[config.mk]
export PLATFORM = sky130hd
export DESIGN_NAME = kick_guard
export DESIGN_NICKNAME = d
export VERILOG_FILES = /design/src/rtl/kick_guard_pkg.sv /design/src/rtl/kick_addr_decode.sv /design/src/rtl/kick_unlock_fsm.sv /design/src/rtl/kick_reg_bank.sv /design/src/rtl/kick_guard.sv
export SDC_FILE = /design/constraint.sdc
export NUM_CORES = 1
export LEC_CHECK = 0
export BUFFER_PORTS_ARGS = -buffer_cell sky130_fd_sc_hd__clkbuf_2
export CORE_UTILIZATION = 35
export DETAILED_ROUTE_END_ITERATION = 6
export HOLD_SLACK_MARGIN = 0.05
export PLACE_DENSITY = 0.55
export SKIP_CTS_REPAIR_TIMING = 1
export SYNTH_ARGS = -nofsm -noshare
export SYNTH_HDL_FRONTEND = slang
export SYNTH_SLANG_ARGS = --single-unit
[constraint.sdc]
create_clock -name clk -period 3.6 [get_ports clk]
set_clock_uncertainty 0.1 [all_clocks]
set_input_delay 0.72 -clock clk [delete_from_list [all_inputs] [get_ports clk]]
set_output_delay 0.72 -clock clk [all_outputs]
set_load 0.05 [all_outputs]
[src/rtl/kick_guard_pkg.sv]
package kick_guard_pkg;

    typedef enum logic [1:0] {
        LK_CLOSED = 2'd0,
        LK_HALF   = 2'd1,
        LK_OPEN   = 2'd2
    } lock_state_e;

    typedef enum logic [1:0] {
        HIT_NONE   = 2'd0,
        HIT_KICK_A = 2'd1,
        HIT_KICK_B = 2'd2,
        HIT_BANK   = 2'd3
    } addr_hit_e;

    // word indexes of the kick registers (byte offsets 0x38 and 0x3C)
    localparam int unsigned KICK_A_WORD = 14;
    localparam int unsigned KICK_B_WORD = 15;
    localparam int unsigned WORD_SHIFT  = 2;

endpackage

[src/rtl/kick_addr_decode.sv]
module kick_addr_decode
    import kick_guard_pkg::*;
#(
    parameter int unsigned ADDR_W  = 8,
    parameter int unsigned N_PLAIN = 4,
    parameter int unsigned N_ONCE  = 2,
    localparam int unsigned N_REGS = N_PLAIN + N_ONCE,
    localparam int unsigned IDX_W  = (N_REGS > 1) ? $clog2(N_REGS) : 1
) (
    input  logic [ADDR_W-1:0] addr_i,
    output addr_hit_e         hit_o,
    output logic [IDX_W-1:0]  idx_o
);

    localparam int unsigned WORD_W = ADDR_W - WORD_SHIFT;

    logic [WORD_W-1:0] word;

    always_comb begin
        word  = addr_i[ADDR_W-1:WORD_SHIFT];
        hit_o = HIT_NONE;
        idx_o = '0;
        if (word == WORD_W'(KICK_A_WORD)) begin
            hit_o = HIT_KICK_A;
        end else if (word == WORD_W'(KICK_B_WORD)) begin
            hit_o = HIT_KICK_B;
        end else if (32'(word) < N_REGS) begin
            hit_o = HIT_BANK;
            idx_o = IDX_W'(word);
        end
    end

endmodule

[src/rtl/kick_unlock_fsm.sv]
module kick_unlock_fsm
    import kick_guard_pkg::*;
#(
    parameter int unsigned       DATA_W = 32,
    parameter logic [DATA_W-1:0] KEY_A  = 32'h83E7_0B13,
    parameter logic [DATA_W-1:0] KEY_B  = 32'h95A4_F1E0
) (
    input  logic              clk,
    input  logic              rst_n,
    input  logic              we_i,
    input  addr_hit_e         hit_i,
    input  logic [DATA_W-1:0] wdata_i,
    output lock_state_e       state_o
);

    typedef struct packed {
        lock_state_e state;
    } fsm_s;

    fsm_s fsm_d, fsm_q;

    always_comb begin
        fsm_d = fsm_q;
        if (we_i) begin
            unique case (hit_i)
                HIT_KICK_A: begin
                    if (wdata_i == KEY_A) begin
                        // a good first key re-arms, but never closes an open bank
                        if (fsm_q.state != LK_OPEN) begin
                            fsm_d.state = LK_HALF;
                        end
                    end else begin
                        fsm_d.state = LK_CLOSED;
                    end
                end
                HIT_KICK_B: begin
                    if ((wdata_i == KEY_B) && (fsm_q.state != LK_CLOSED)) begin
                        fsm_d.state = LK_OPEN;
                    end else begin
                        fsm_d.state = LK_CLOSED;
                    end
                end
                default: begin
                end
            endcase
        end
    end

    always_ff @(posedge clk or negedge rst_n) begin
        if (!rst_n) begin
            fsm_q.state <= LK_CLOSED;
        end else begin
            fsm_q <= fsm_d;
        end
    end

    assign state_o = fsm_q.state;

endmodule

[src/rtl/kick_reg_bank.sv]
module kick_reg_bank #(
    parameter int unsigned       DATA_W    = 32,
    parameter int unsigned       N_PLAIN   = 4,
    parameter int unsigned       N_ONCE    = 2,
    parameter logic [DATA_W-1:0] ONCE_MASK = 32'h0000_FFFF,
    localparam int unsigned      N_REGS    = N_PLAIN + N_ONCE,
    localparam int unsigned      IDX_W     = (N_REGS > 1) ? $clog2(N_REGS) : 1
) (
    input  logic                           clk,
    input  logic                           rst_n,
    input  logic                           wr_stb_i,
    input  logic [IDX_W-1:0]               wr_idx_i,
    input  logic [DATA_W-1:0]              wdata_i,
    output logic [N_REGS-1:0][DATA_W-1:0]  vals_o
);

    typedef struct packed {
        logic [N_REGS-1:0][DATA_W-1:0] vals;
        logic [N_ONCE-1:0]             done;
    } bank_s;

    bank_s bank_d, bank_q;

    logic [DATA_W-1:0] val_nx  [N_REGS];
    logic              done_nx [N_ONCE];

    for (genvar gi = 0; gi < N_PLAIN; gi++) begin : g_plain
        logic sel;
        assign sel        = wr_stb_i && (wr_idx_i == IDX_W'(gi));
        assign val_nx[gi] = sel ? wdata_i : bank_q.vals[gi];
    end

    for (genvar gj = 0; gj < N_ONCE; gj++) begin : g_once
        localparam int unsigned K = N_PLAIN + gj;
        logic              sel;
        logic [DATA_W-1:0] keep;
        assign sel         = wr_stb_i && (wr_idx_i == IDX_W'(K));
        assign keep        = bank_q.done[gj] ? ONCE_MASK : '0;
        assign val_nx[K]   = sel ? ((bank_q.vals[K] & keep) | (wdata_i & ~keep))
                                 : bank_q.vals[K];
        assign done_nx[gj] = bank_q.done[gj] | sel;
    end

    always_comb begin
        bank_d = bank_q;
        for (int i = 0; i < N_REGS; i++) begin
            bank_d.vals[i] = val_nx[i];
        end
        for (int j = 0; j < N_ONCE; j++) begin
            bank_d.done[j] = done_nx[j];
        end
    end

    always_ff @(posedge clk or negedge rst_n) begin
        if (!rst_n) begin
            bank_q <= '0;
        end else begin
            bank_q <= bank_d;
        end
    end

    assign vals_o = bank_q.vals;

endmodule

[src/rtl/kick_guard.sv]
module kick_guard
    import kick_guard_pkg::*;
#(
    parameter int unsigned       ADDR_W    = 8,
    parameter int unsigned       DATA_W    = 32,
    parameter int unsigned       N_PLAIN   = 4,
    parameter int unsigned       N_ONCE    = 2,
    parameter logic [DATA_W-1:0] ONCE_MASK = 32'h0000_FFFF,
    parameter logic [DATA_W-1:0] KEY_A     = 32'h83E7_0B13,
    parameter logic [DATA_W-1:0] KEY_B     = 32'h95A4_F1E0
) (
    input  logic              clk,
    input  logic              rst_n,
    input  logic [ADDR_W-1:0] reg_addr,
    input  logic              reg_we,
    input  logic [DATA_W-1:0] reg_wdata,
    output logic [DATA_W-1:0] reg_rdata,
    output logic              reg_wr_err
);

    localparam int unsigned N_REGS = N_PLAIN + N_ONCE;
    localparam int unsigned IDX_W  = (N_REGS > 1) ? $clog2(N_REGS) : 1;

    typedef struct packed {
        logic wr_err;
    } top_s;

    addr_hit_e                     hit;
    logic [IDX_W-1:0]              bank_idx;
    lock_state_e                   lock_state;
    logic                          bank_wr;
    logic [N_REGS-1:0][DATA_W-1:0] bank_vals;
    top_s                          top_d, top_q;

    kick_addr_decode #(
        .ADDR_W  (ADDR_W),
        .N_PLAIN (N_PLAIN),
        .N_ONCE  (N_ONCE)
    ) u_decode (
        .addr_i (reg_addr),
        .hit_o  (hit),
        .idx_o  (bank_idx)
    );

    kick_unlock_fsm #(
        .DATA_W (DATA_W),
        .KEY_A  (KEY_A),
        .KEY_B  (KEY_B)
    ) u_fsm (
        .clk     (clk),
        .rst_n   (rst_n),
        .we_i    (reg_we),
        .hit_i   (hit),
        .wdata_i (reg_wdata),
        .state_o (lock_state)
    );

    kick_reg_bank #(
        .DATA_W    (DATA_W),
        .N_PLAIN   (N_PLAIN),
        .N_ONCE    (N_ONCE),
        .ONCE_MASK (ONCE_MASK)
    ) u_bank (
        .clk      (clk),
        .rst_n    (rst_n),
        .wr_stb_i (bank_wr),
        .wr_idx_i (bank_idx),
        .wdata_i  (reg_wdata),
        .vals_o   (bank_vals)
    );

    always_comb begin
        bank_wr      = reg_we && (hit == HIT_BANK) && (lock_state == LK_OPEN);
        top_d.wr_err = reg_we && (hit == HIT_BANK) && (lock_state != LK_OPEN);
        reg_rdata    = (hit == HIT_BANK) ? bank_vals[bank_idx] : '0;
    end

    always_ff @(posedge clk or negedge rst_n) begin
        if (!rst_n) begin
            top_q <= '0;
        end else begin
            top_q <= top_d;
        end
    end

    assign reg_wr_err = top_q.wr_err;

endmodule

Word-level counts from Yosys, hierarchy flattened
Cells that the tools add are included.
{"block": "totals", "word_cells": 65, "regBits": 197, "in_bits": 43, "out_inout_bits": 33}
{"block": "classes", "mux": 15, "reduce_logical": 14, "bitwise": 10, "n_eq_ne": 15, "magnitude_cmp": 2}
{"cell": "$and 32x32->32", "count": 4}
{"cell": "$bmux 32 s3", "count": 1}
{"cell": "$eq 32x32->1 const B", "count": 2}
{"cell": "$mux 32", "count": 2}
{"cell": "$not 32->32", "count": 2}
{"cell": "$or 32x32->32", "count": 2}
{"cell": "$mux 16", "count": 2}
{"cell": "$eq 6x4->1 const B", "count": 2}
{"cell": "$mux 2", "count": 6}
{"cell": "$logic_and 1x1->1", "count": 10}
{"cell": "$mux 3", "count": 3}
{"cell": "$eq 2x2->1 const B", "count": 3}
{"cell": "$eq 3x2->1 const B", "count": 2}
{"cell": "$eq 3x3->1 const B", "count": 2}
{"cell": "$lt 6x3->1 const B", "count": 1}
{"cell": "$lt 3x4->1 const B", "count": 1}
{"cell": "$pmux 2 s2", "count": 1}
{"cell": "$reduce_bool 2->1", "count": 2}
{"cell": "$eq 3x1->1 const B", "count": 1}
{"cell": "$logic_not 3->1", "count": 1}
{"cell": "$ne 3x3->1 const B", "count": 1}
{"cell": "$reduce_and 3->1", "count": 1}
{"cell": "$eq 2x1->1 const B", "count": 1}
{"cell": "$ne 2x2->1 const B", "count": 1}
{"cell": "$or 1x1->1", "count": 2}

Depth between registers and ports, before layout
Gate-level depths: netlist (run 1).
{"block": "depth", "depth_word": 9, "depth_mapped": 11, "ltp_nobuf": 9}

Modules after synthesis
A second synthesis (run 1) with hierarchy kept.
{"block": "unflattened", "hier_cells": 840, "area_unflattened_um2": 10824.1}
{"mod": "kick_reg_bank", "n_inst": 1, "cells_each": 609, "seq_area_each_um2": 4854.7, "area_per_inst_um2": 8724.6}
{"mod": "kick_guard", "n_inst": 1, "cells_each": 189, "seq_area_each_um2": 25.0, "area_per_inst_um2": 1736.7}
{"mod": "kick_unlock_fsm", "n_inst": 1, "cells_each": 32, "seq_area_each_um2": 50.0, "area_per_inst_um2": 282.8}
{"mod": "kick_addr_decode", "n_inst": 1, "cells_each": 10, "seq_area_each_um2": 0.0, "area_per_inst_um2": 80.1}

Worst setup path before layout (run 1)
Ideal clock, no wire load.
{"block": "synth_timing", "kind": "input-to-output", "from": "input reg_addr[3]", "to": "output reg_rdata[0]", "t_required_ps": 2780, "path_slack_ps": -527, "path_buffers": 2, "stages": 10, "arrival_time_ps": 3307, "path_cell_list": "clkbuf_1 > nand3_1 > nor2_1 > o21a_1 > ha_1 > inv_1 > a21oi_1 > clkbuf_1 > o221ai_1 > o21ai_0"}
{"block": "synth_via", "elab_chain_cells": 7, "word_cells_on_any_way": 13, "classes_between": "order compare: 1; eq/ne: 3; mux: 9"}
{"element": "start, declared", "line_no": "kick_guard.sv:14", "rtl": "input logic [ADDR_W-1:0] reg_addr,"}
{"element": "$lt 6x3->1", "line_no": "kick_addr_decode.sv:27", "rtl": "end else if (32'(word) < N_REGS) begin"}
{"element": "$mux 3", "line_no": "kick_addr_decode.sv:27"}
{"element": "$mux 3", "line_no": "kick_addr_decode.sv:25", "rtl": "end else if (word == WORD_W'(KICK_B_WORD)) begin"}
{"element": "$mux 3", "line_no": "kick_addr_decode.sv:23", "rtl": "if (word == WORD_W'(KICK_A_WORD)) begin"}
{"element": "$bmux 32 s3", "line_no": "kick_guard.sv:75", "rtl": "reg_rdata = (hit == HIT_BANK) ? bank_vals[bank_idx] : '0;"}
{"element": "$mux 32 (not written as such)", "line_no": "kick_guard.sv:75"}
{"element": "$mux 32 (*)", "line_no": "kick_guard.sv:75"}
{"element": "end, declared", "line_no": "kick_guard.sv:17", "rtl": "output logic [DATA_W-1:0] reg_rdata,"}
Mark *: on every way between the ends. The rest lies on a longest branch, timed or not. The select of a mux whose other input is x is not followed.

Worst setup path after layout (run 1)
{"block": "layout_timing", "from": "input reg_addr[7]", "to": "output reg_rdata[16]"}
Same word-level chain as after synthesis.

==> run_results.csv, run 1 <==
group,metric,value,unit
yosys,yosysMostFrequentCell,"dfrtp_1",
sta,period_share,97.19,%
floorplanning,start_util,35.78,%
yosys,synth_warnings,0,
setup_path,end_kind,"output pin",
clocking,cts_num_sinks,197,
setup_path,path_cells,"clkbuf_2 > nor2_1 > o21a_1 > ha_1 > inv_1 > nor4_4 > buf_4 > buf_4 > a22oi_1 > o21ai_2 > buf_12",
clocking,cts_tree,"yes",
setup_path,r2r_cells,5,
global_routing,grt_pass1_vias,6300,
setup_path,cp_num_buf_inv,5,
setup_path,critical_path_class,"input pin to output pin",
yosys,syn-num-nets,690,
drt,met3WireLength,803,µm
floorplanning,io-pin-count,76,
drt,top_layer_used,"met4",
setup_path,crit_arrival,2680,ps
power_and_ir_drop,sw_frac_of_total,22.13,%
yosys,synth_flop_cell,"dfrtp_1",
place,port_buffers,73,
global_routing,grtUsageTotal,18.81,%
layout,area_growth,26.09,%
clocking,clk_latency,420,ps
layout,design_area,0.01097,mm²
yosys,synth_area,0.008701,mm²
setup_path,startpoint_type,"input pin",
power_and_ir_drop,power_leakage,5.304,nW
floorplanning,dieArea,0.02549,mm²
yosys,syn-instance-count,644,
global_routing,grt_first_pass_wirelength,36630,µm
yosys,synth_common_cells,"197 x dfrtp_1, 176 x mux2_2, 33 x o22ai_1, 32 x o221ai_1, 31 x a22oi_1",
power_and_ir_drop,comb_power_share,3.6,%
power_and_ir_drop,pwr-share-seq,48.8,%
clocking,root_buffer,"clkbuf_16",
setup_path,crit_start,"reg_addr[7]",
setup_path,cpPeakStageDelay,290,ps
setup_path,rrSetupSlack,1330,ps
yosys,synth_enable_flop_cells,0,
yosys,async_flop_share,100.0,%
floorplanning,core,0.02432,mm²
setup_path,required,2780,ps
power_and_ir_drop,p_sw,0.001002,W
yosys,yosysSeqAreaShare,56.66,%
sta,setup_tns,0,ps
yosys,synth.ff_latch_count,197,
clocking,clkSlewWorstSetupHoldPaths,70,ps
power_and_ir_drop,intPower,0.003527,W
drt,wl_per_cell,21.73,µm
drt,met2_length,11100,µm
drt,drtIter0Drc,299,
power_and_ir_drop,finalPower,0.004530,W
drt,antenna_left,0,
sta,final_hold_viol_count,0,
yosys,synth.avg_cell_area,13.51,µm²
flow_run,drv_cap,0,
floorplanning,row_count,57,
layout,layout.nets,780,
sta,setup_viol,0,
yosys,synth_cell_types,43,
clocking,cts_buffer_depth,2,
clocking,cts_made_buffers,17,
sta,worst_pin_slew,713.5,ps
drt,drt-total-wl,23280,µm
drt,drtPass1Iterations,4,
layout,drive_gt1_share,49.67,%
yosys,synth_top_area_share,56.66,%
drt,met1_length,10940,µm
layout,antennaDiodeCount,0,
floorplanning,die_w,159.7,µm
outcome,status,"completed",
setup_path,path_common_cell,"buf_4",
min_path,hp-class,"input pin to async pin",
setup_path,r2r-end,"u_bank.vals_o[9]",
power_and_ir_drop,peakVddDrop,0.0003106,V
place,hpwl,15240,µm
sta,relSlewSlack,52.43,%
global_routing,grt_overflow,0,
floorplanning,die_h,159.7,µm
place,post-place-ws,-86.25,ps
place,placed_area,0.01019,mm²
power_and_ir_drop,pwr_density_cell,412.9,mW/mm²
place,gp_congestion,0.8267,
yosys,synth_area_leaders,"dfrtp_1 57%, mux2_2 23%, o221ai_1 3.2%, a22oi_1 2.7%, o22ai_1 2.4%",
sta,final-max-slew-violation-count,0,
sta,finalCriticalPeriod,3499,ps
drt,viasPerCell,5.540,
clocking,ctsHtreeMaxLevel,4,
drt,route.detailed.drc,0,
setup_path,rr_startpoint,"u_fsm.state_o[0]",
sta,max_freq,0.2858,GHz
sta,fin_ws,101.1,ps
drt,vias,5933,
setup_path,crit_family,"buffers and inverters",
yosys,yosysTopAreaCell,"dfrtp_1",
setup_path,cp_max_fo,9,
global_routing,antenna_found_initial,0,
global_routing,grt_max_degree,85,
power_and_ir_drop,clkPwrFrac,47.5,%
setup_path,critPathSlowestCell,"nor4_4",
cell families after synthesis:
kind of cell	Yosys count	synth area share (%)
AO/OA/AOI/OAI	140	11.16
adder cells (fa/ha/maj)	3	0.4315
buffers and inverters	56	2.804
flip-flops	197	56.66
multiplexers	190	24.59
AND/OR/NAND/NOR	58	4.357
metal layers:
metal	vias up	GRT usage, %
met2	119	29.87
met4	0	6.425
met1	3149	26.21
met5	-	0
met3	31	2.909
li1	2634	-
final cells by class:
type                    count  area [µm²]
flip-flops and latches    197        4930
fillers                  2161       13350
well taps                 324       405.4
multi-input cells         391        3696
clock inverters            14       232.7
inverters                  10       37.54
clock buffers              18       439.2
repair buffers            117        1230
how the worst max path moves through the flow:
stage	endpoint	slack, ps	cells past startpoint
global placement	reg_rdata[31]	-30	11
detailed placement	reg_rdata[31]	-90	10
floorplan	reg_rdata[0]	-150	10
global route	reg_rdata[15]	-10	12
CTS	reg_rdata[31]	-100	10
finish	reg_rdata[16]	100	11
stage by stage:
stage | cells | hold slack, ps | utilization (%)
after floorplan | 644 | 324.4 | -
after global placement | 1031 | 348.3 | 41.89
after detailed placement | 1031 | 354.2 | 41.89
after CTS | 1063 | 246.5 | 44.65
after global routing | 1071 | 271.8 | 45.11
final | 1071 | 216.4 | 45.11
layout by cell type, fill, tap and decap left out, types with 3 or more instances in the layout:
master,instances
dfrtp_1,197
mux2_2,176
clkbuf_2,41
buf_4,34
buf_12,34
o22ai_1,33
o221ai_1,32
a22oi_1,31
o21ai_2,31
clkbuf_16,17
mux2_1,14
inv_1,10
nand2_1,10
nor2_1,6
bufinv_16,5
inv_6,5
nand2b_1,4
or2_2,4
nand4_1,4
buf_6,4
nand3_1,3
nor4_4,3
nand2b_2,3
o21ai_0,3
nor4b_1,3
ha_1,3
power groups by stage:
stage	logic, W	clock network (W)	registers, W
2_1_floorplan	0.0000341	0	0.00226
3_5_place_dp	0.000163	0	0.00225
4_1_cts	0.000164	0.00220	0.00221
3_3_place_gp	0.000156	0	0.00225
6_report	0.000164	0.00215	0.00221
5_1_grt	0.000183	0.00230	0.00221
Power figures use the tool's default switching activity.
==> run 2, diff against run 1 <==
Settings changed: CTS_BUF_LIST set to sky130_fd_sc_hd__clkbuf_8.
==> run 2 against run 1 <==
Effect of this change: first-iteration DRC count is 3.0% higher; flip-flop and latch count did not move; total power is 10% lower; highest routed layer unchanged; register-to-register slack worse by 20 ps; clock power decreased by 21%; via count down 0.37%; critical path depth is the same.
==> run_results.csv, run 2 (synthesis results as in run 1) <==
group,metric,value,unit
setup_path,cp_max_fo,9,
clocking,ctsHtreeMaxLevel,4,
drt,drtPass1Iterations,5,
power_and_ir_drop,peakVddDrop,0.0002468,V
global_routing,antenna_found_initial,0,
sta,fin_ws,104.8,ps
layout,fin_util,44.25,%
floorplanning,die_h,159.7,µm
layout,multi_input_area,0.003692,mm²
global_routing,grt_pass1_vias,6286,
power_and_ir_drop,power_leakage,5.205,nW
drt,drtIter0Drc,308,
clocking,cts_tree,"yes",
layout,design_area,0.01076,mm²
place,placed_area,0.01019,mm²
layout,layout_common_cells,"197 x dfrtp_1, 176 x mux2_2, 41 x clkbuf_2, 34 x buf_12",
global_routing,grtUsageTotal,18.74,%
setup_path,crit_arrival,2680,ps
global_routing,grt_first_pass_wirelength,36470,µm
clocking,clk_latency,470,ps
drt,drt-total-wl,23000,µm
floorplanning,row_count,57,
power_and_ir_drop,pwr_density_cell,377.9,mW/mm²
drt,wl_per_cell,21.51,µm
place,gp_congestion,0.8267,
outcome,status,"completed",
sta,period_share,97.09,%
place,post-place-ws,-86.25,ps
sta,final-max-slew-violation-count,0,
layout,regArea,0.004930,mm²
global_routing,grt_max_degree,85,
clocking,cts_buffer_depth,2,
drt,route.detailed.drc,0,
clocking,clkSlewWorstSetupHoldPaths,100,ps
setup_path,required,2780,ps
layout,layout.nets,778,
setup_path,critical_path_class,"input pin to output pin",
drt,vias,5911,
layout,antennaDiodeCount,0,
flow_run,drv_cap,0,
drt,viasPerCell,5.529,
sta,final_hold_viol_count,0,
drt,antenna_left,0,
global_routing,grt_overflow,0,
floorplanning,io-pin-count,76,
sta,max_freq,0.2861,GHz
sta,setup_viol,0,
clocking,cts_made_buffers,17,
place,hpwl,15240,µm
place,port_buffers,73,
floorplanning,die_w,159.7,µm
layout,drive_gt1_share,49.40,%
floorplanning,start_util,35.78,%
min_path,hp-class,"input pin to async pin",
floorplanning,core,0.02432,mm²
layout,area_growth,23.67,%
floorplanning,dieArea,0.02549,mm²
setup_path,end_kind,"output pin",
sta,finalCriticalPeriod,3495,ps
clocking,root_buffer,"clkbuf_8",
sta,worst_pin_slew,711.7,ps
layout,final_common_cell,"dfrtp_1",
layout,fill_cells,2184,
clocking,cts_num_sinks,197,
sta,relSlewSlack,52.56,%
setup_path,startpoint_type,"input pin",
run 2: changes by cell type in the layout (fill, tap and decap cells not counted), sizes merged:
cell / change
buf: -1
clkbuf: -1
run 2: path summary, 6_finish.rpt:
check / startpoint / to / slack, ps / depth (start not counted)
max: reg_addr[7] / reg_rdata[17] / 100 / 11
min: rst_n / u_bank.vals_o[68] / 170 / 1
max reg2reg: u_fsm.state_o[0] / u_bank.vals_o[9] / 1310 / 5
min reg2reg: u_bank.bank_q[1] / u_bank.bank_q[1] / 390 / 1
max in group asynchronous: rst_n / u_bank.vals_o[62] / 2350 / 2
min in group clk: reg_we / reg_wr_err / 380 / 3
run 2: area by class of cell:
cell class	count	share of cell area, %
clock inverters	14	2.163
multi-input cells	391	34.31
clock buffers	18	2.302
flip-flops and latches	197	45.81
inverters	10	0.3488
repair buffers	115	11.29
well taps	324	3.767
run 2: worst max-delay path, cell delays in order:
cell and delay, ps:
clkbuf_2 110, nor2_1 240, o21a_1 230, ha_1 190
inv_1 120, nor4_4 290, buf_4 180, buf_4 190
a22oi_1 100, o21ai_2 120, buf_12 170
run 2: power breakdown:
group	total, W	switching (W)	internal (W)
sequential	0.00221	0.0000000637	0.00221
clock	0.00169	0.000824	0.000867
combinational	0.000164	0.000123	0.0000404
run 2: per-layer routing:
layer	track usage [%]	wire (µm)	vias to the layer above
li1	-	-	2630
met2	30.07	11000	145
met4	5.070	388	0
met3	3.584	1047	28
met5	0	0	-
met1	25.92	10560	3108
run 2: per-stage QoR:
step	power, W	setup TNS (ps)	hold slack, ps	cells
after floorplan	0.002290	-151.4	324.4	644
after global placement	0.002411	-27.14	348.3	1031
after detailed placement	0.002418	-153.6	354.2	1031
after CTS	0.004107	-240.9	186.8	1063
after global routing	0.004228	-97.07	202.6	1069
final	0.004066	0	174.8	1069
==> run 3, diff against run 2 <==
Settings changed: CORE_MARGIN set to 2.
==> run 3 against run 2 <==
Effect of this change: critical path depth stayed put; critical path type unchanged; global-route usage is 0.56 points lower; final area is 0.15% lower; flip-flop and latch count stayed put; largest power group unchanged; first-iteration DRC count is 10% lower; wire length is 0.23% higher; sequential share of layout area is 0.069 points higher; maximum frequency is 0.20% lower.
==> run_results.csv, run 3 (synthesis results as in run 1) <==
group,metric,value,unit
floorplanning,io-pin-count,76,
clocking,cts_num_sinks,197,
power_and_ir_drop,pwr_density_cell,361.1,mW/mm²
sta,setup_viol,0,
global_routing,grt_max_degree,72,
layout,layout_common_cells,"197 x dfrtp_1, 176 x mux2_2, 41 x clkbuf_2, 40 x buf_4, 35 x buf_12",
layout,area_growth,23.48,%
drt,vias,5840,
drt,drtIter0Drc,277,
drt,antenna_left,0,
power_and_ir_drop,sw_frac_of_total,25.12,%
sta,worst_pin_slew,606.1,ps
drt,drtPass1Iterations,4,
floorplanning,core,0.02439,mm²
layout,drive_gt1_share,49.87,%
global_routing,grt_first_pass_wirelength,36290,µm
power_and_ir_drop,p_sw,0.0009748,W
sta,max_freq,0.2855,GHz
place,post-place-ws,-22.40,ps
flow_run,drv_cap,0,
outcome,status,"completed",
place,port_buffers,73,
place,gp_congestion,0.7754,
clocking,ctsHtreeMaxLevel,4,
setup_path,end_kind,"output pin",
floorplanning,row_count,57,
sta,period_share,97.28,%
clocking,root_buffer,"clkbuf_8",
clocking,cts_buffer_depth,2,
clocking,clkSlewWorstSetupHoldPaths,90,ps
setup_path,startpoint_type,"input pin",
global_routing,grt_use_met3,4.060,%
sta,relSlewSlack,59.22,%
layout,final_common_cell,"dfrtp_1",
floorplanning,die_w,161.7,µm
power_and_ir_drop,comb_power_share,4.4,%
power_and_ir_drop,clkPwrFrac,38.7,%
power_and_ir_drop,power_leakage,5.207,nW
layout,fill_cells,2251,
clocking,cts_made_buffers,17,
sta,final_hold_viol_count,0,
floorplanning,dieArea,0.02614,mm²
power_and_ir_drop,intPower,0.002905,W
sta,fin_ws,97.94,ps
power_and_ir_drop,peakVddDrop,0.0002502,V
sta,finalCriticalPeriod,3502,ps
drt,drt-total-wl,23050,µm
clocking,cts_tree,"yes",
drt,viasPerCell,5.438,
global_routing,grt_pass1_vias,6367,
global_routing,gr-usage-met2,29.88,%
clocking,clk_latency,480,ps
setup_path,critical_path_class,"input pin to output pin",
layout,fin_util,44.05,%
min_path,hp-class,"input pin to async pin",
setup_path,cp_max_fo,7,
drt,wl_per_cell,21.46,µm
place,hpwl,15490,µm
global_routing,grtUsageTotal,18.18,%
setup_path,required,2780,ps
floorplanning,start_util,35.67,%
global_routing,antenna_found_initial,0,
layout,antennaDiodeCount,0,
power_and_ir_drop,pwr-share-seq,57.0,%
global_routing,grt_overflow,0,
floorplanning,die_h,161.7,µm
layout,layout.nets,783,
global_routing,top_usage_layer,"met2",
global_routing,grt_util_met1,23.87,%
setup_path,crit_arrival,2680,ps
drt,route.detailed.drc,0,
sta,final-max-slew-violation-count,0,
==> run 3: power groups by stage <==
stage	logic, W	clock network (W)	registers [W]
floorplan	0.0000341	0	0.00226
finish	0.000169	0.00150	0.00221
detailed placement	0.000168	0	0.00225
CTS	0.000168	0.00154	0.00221
global placement	0.000160	0	0.00225
global route	0.000188	0.00164	0.00221
==> run 3: worst paths after layout <==
check	start	endpoint	slack, ps	cells past startpoint
min in group clk	reg_we	reg_wr_err	370	3
min reg2reg	flop	flop	400	1
max reg2reg	u_fsm.state_o[0]	u_bank.vals_o[15]	1200	5
min	rst_n	u_bank.vals_o[125]	150	1
max in group asynchronous	rst_n	u_bank.vals_o[28]	2360	2
max	reg_addr[7]	reg_rdata[31]	100	11
==> run 3: layout make-up <==
cell class	instances	area, µm²	area share [%]
well taps	324	405.4	3.773
multi-input cells	391	3701	34.45
repair buffers	120	1247	11.61
inverters	10	37.54	0.3494
flip-flops and latches	197	4930	45.88
clock inverters	15	188.9	1.758
clock buffers	17	234.0	2.178
==> run 3: worst max-delay path, cell delays in order <==
cell and delay (ps):
clkbuf_2 120, nor2_1 220, o21a_1 220, ha_1 180, inv_1 140, a2111oi_4 260
buf_4 190, buf_4 160, a22oi_1 100, o21ai_1 180, buf_12 180
==> run 3: layer usage <==
metal / up-vias / part of all wire, %
met3: 28 / 5.4
met2: 140 / 48
met1: 3048 / 44
met4: 0 / 2.3
met5: - / 0
li1: 2624 / -
==> run 3: stage by stage <==
| step | total power, W | hold WS, ps | setup TNS [ps] | cells | instance area [µm²] |
|---|---|---|---|---|---|
| after floorplan | 0.002290 | 324.4 | -151.4 | 644 | 8810 |
| after global placement | 0.002415 | 347.4 | 0 | 1036 | 10240 |
| after detailed placement | 0.002422 | 363.2 | -59.90 | 1036 | 10240 |
| after CTS | 0.003922 | 153.4 | -162.9 | 1068 | 10660 |
| after global routing | 0.004037 | 158.3 | -11.61 | 1074 | 10740 |
| final | 0.003880 | 147.8 | 0 | 1074 | 10740 |
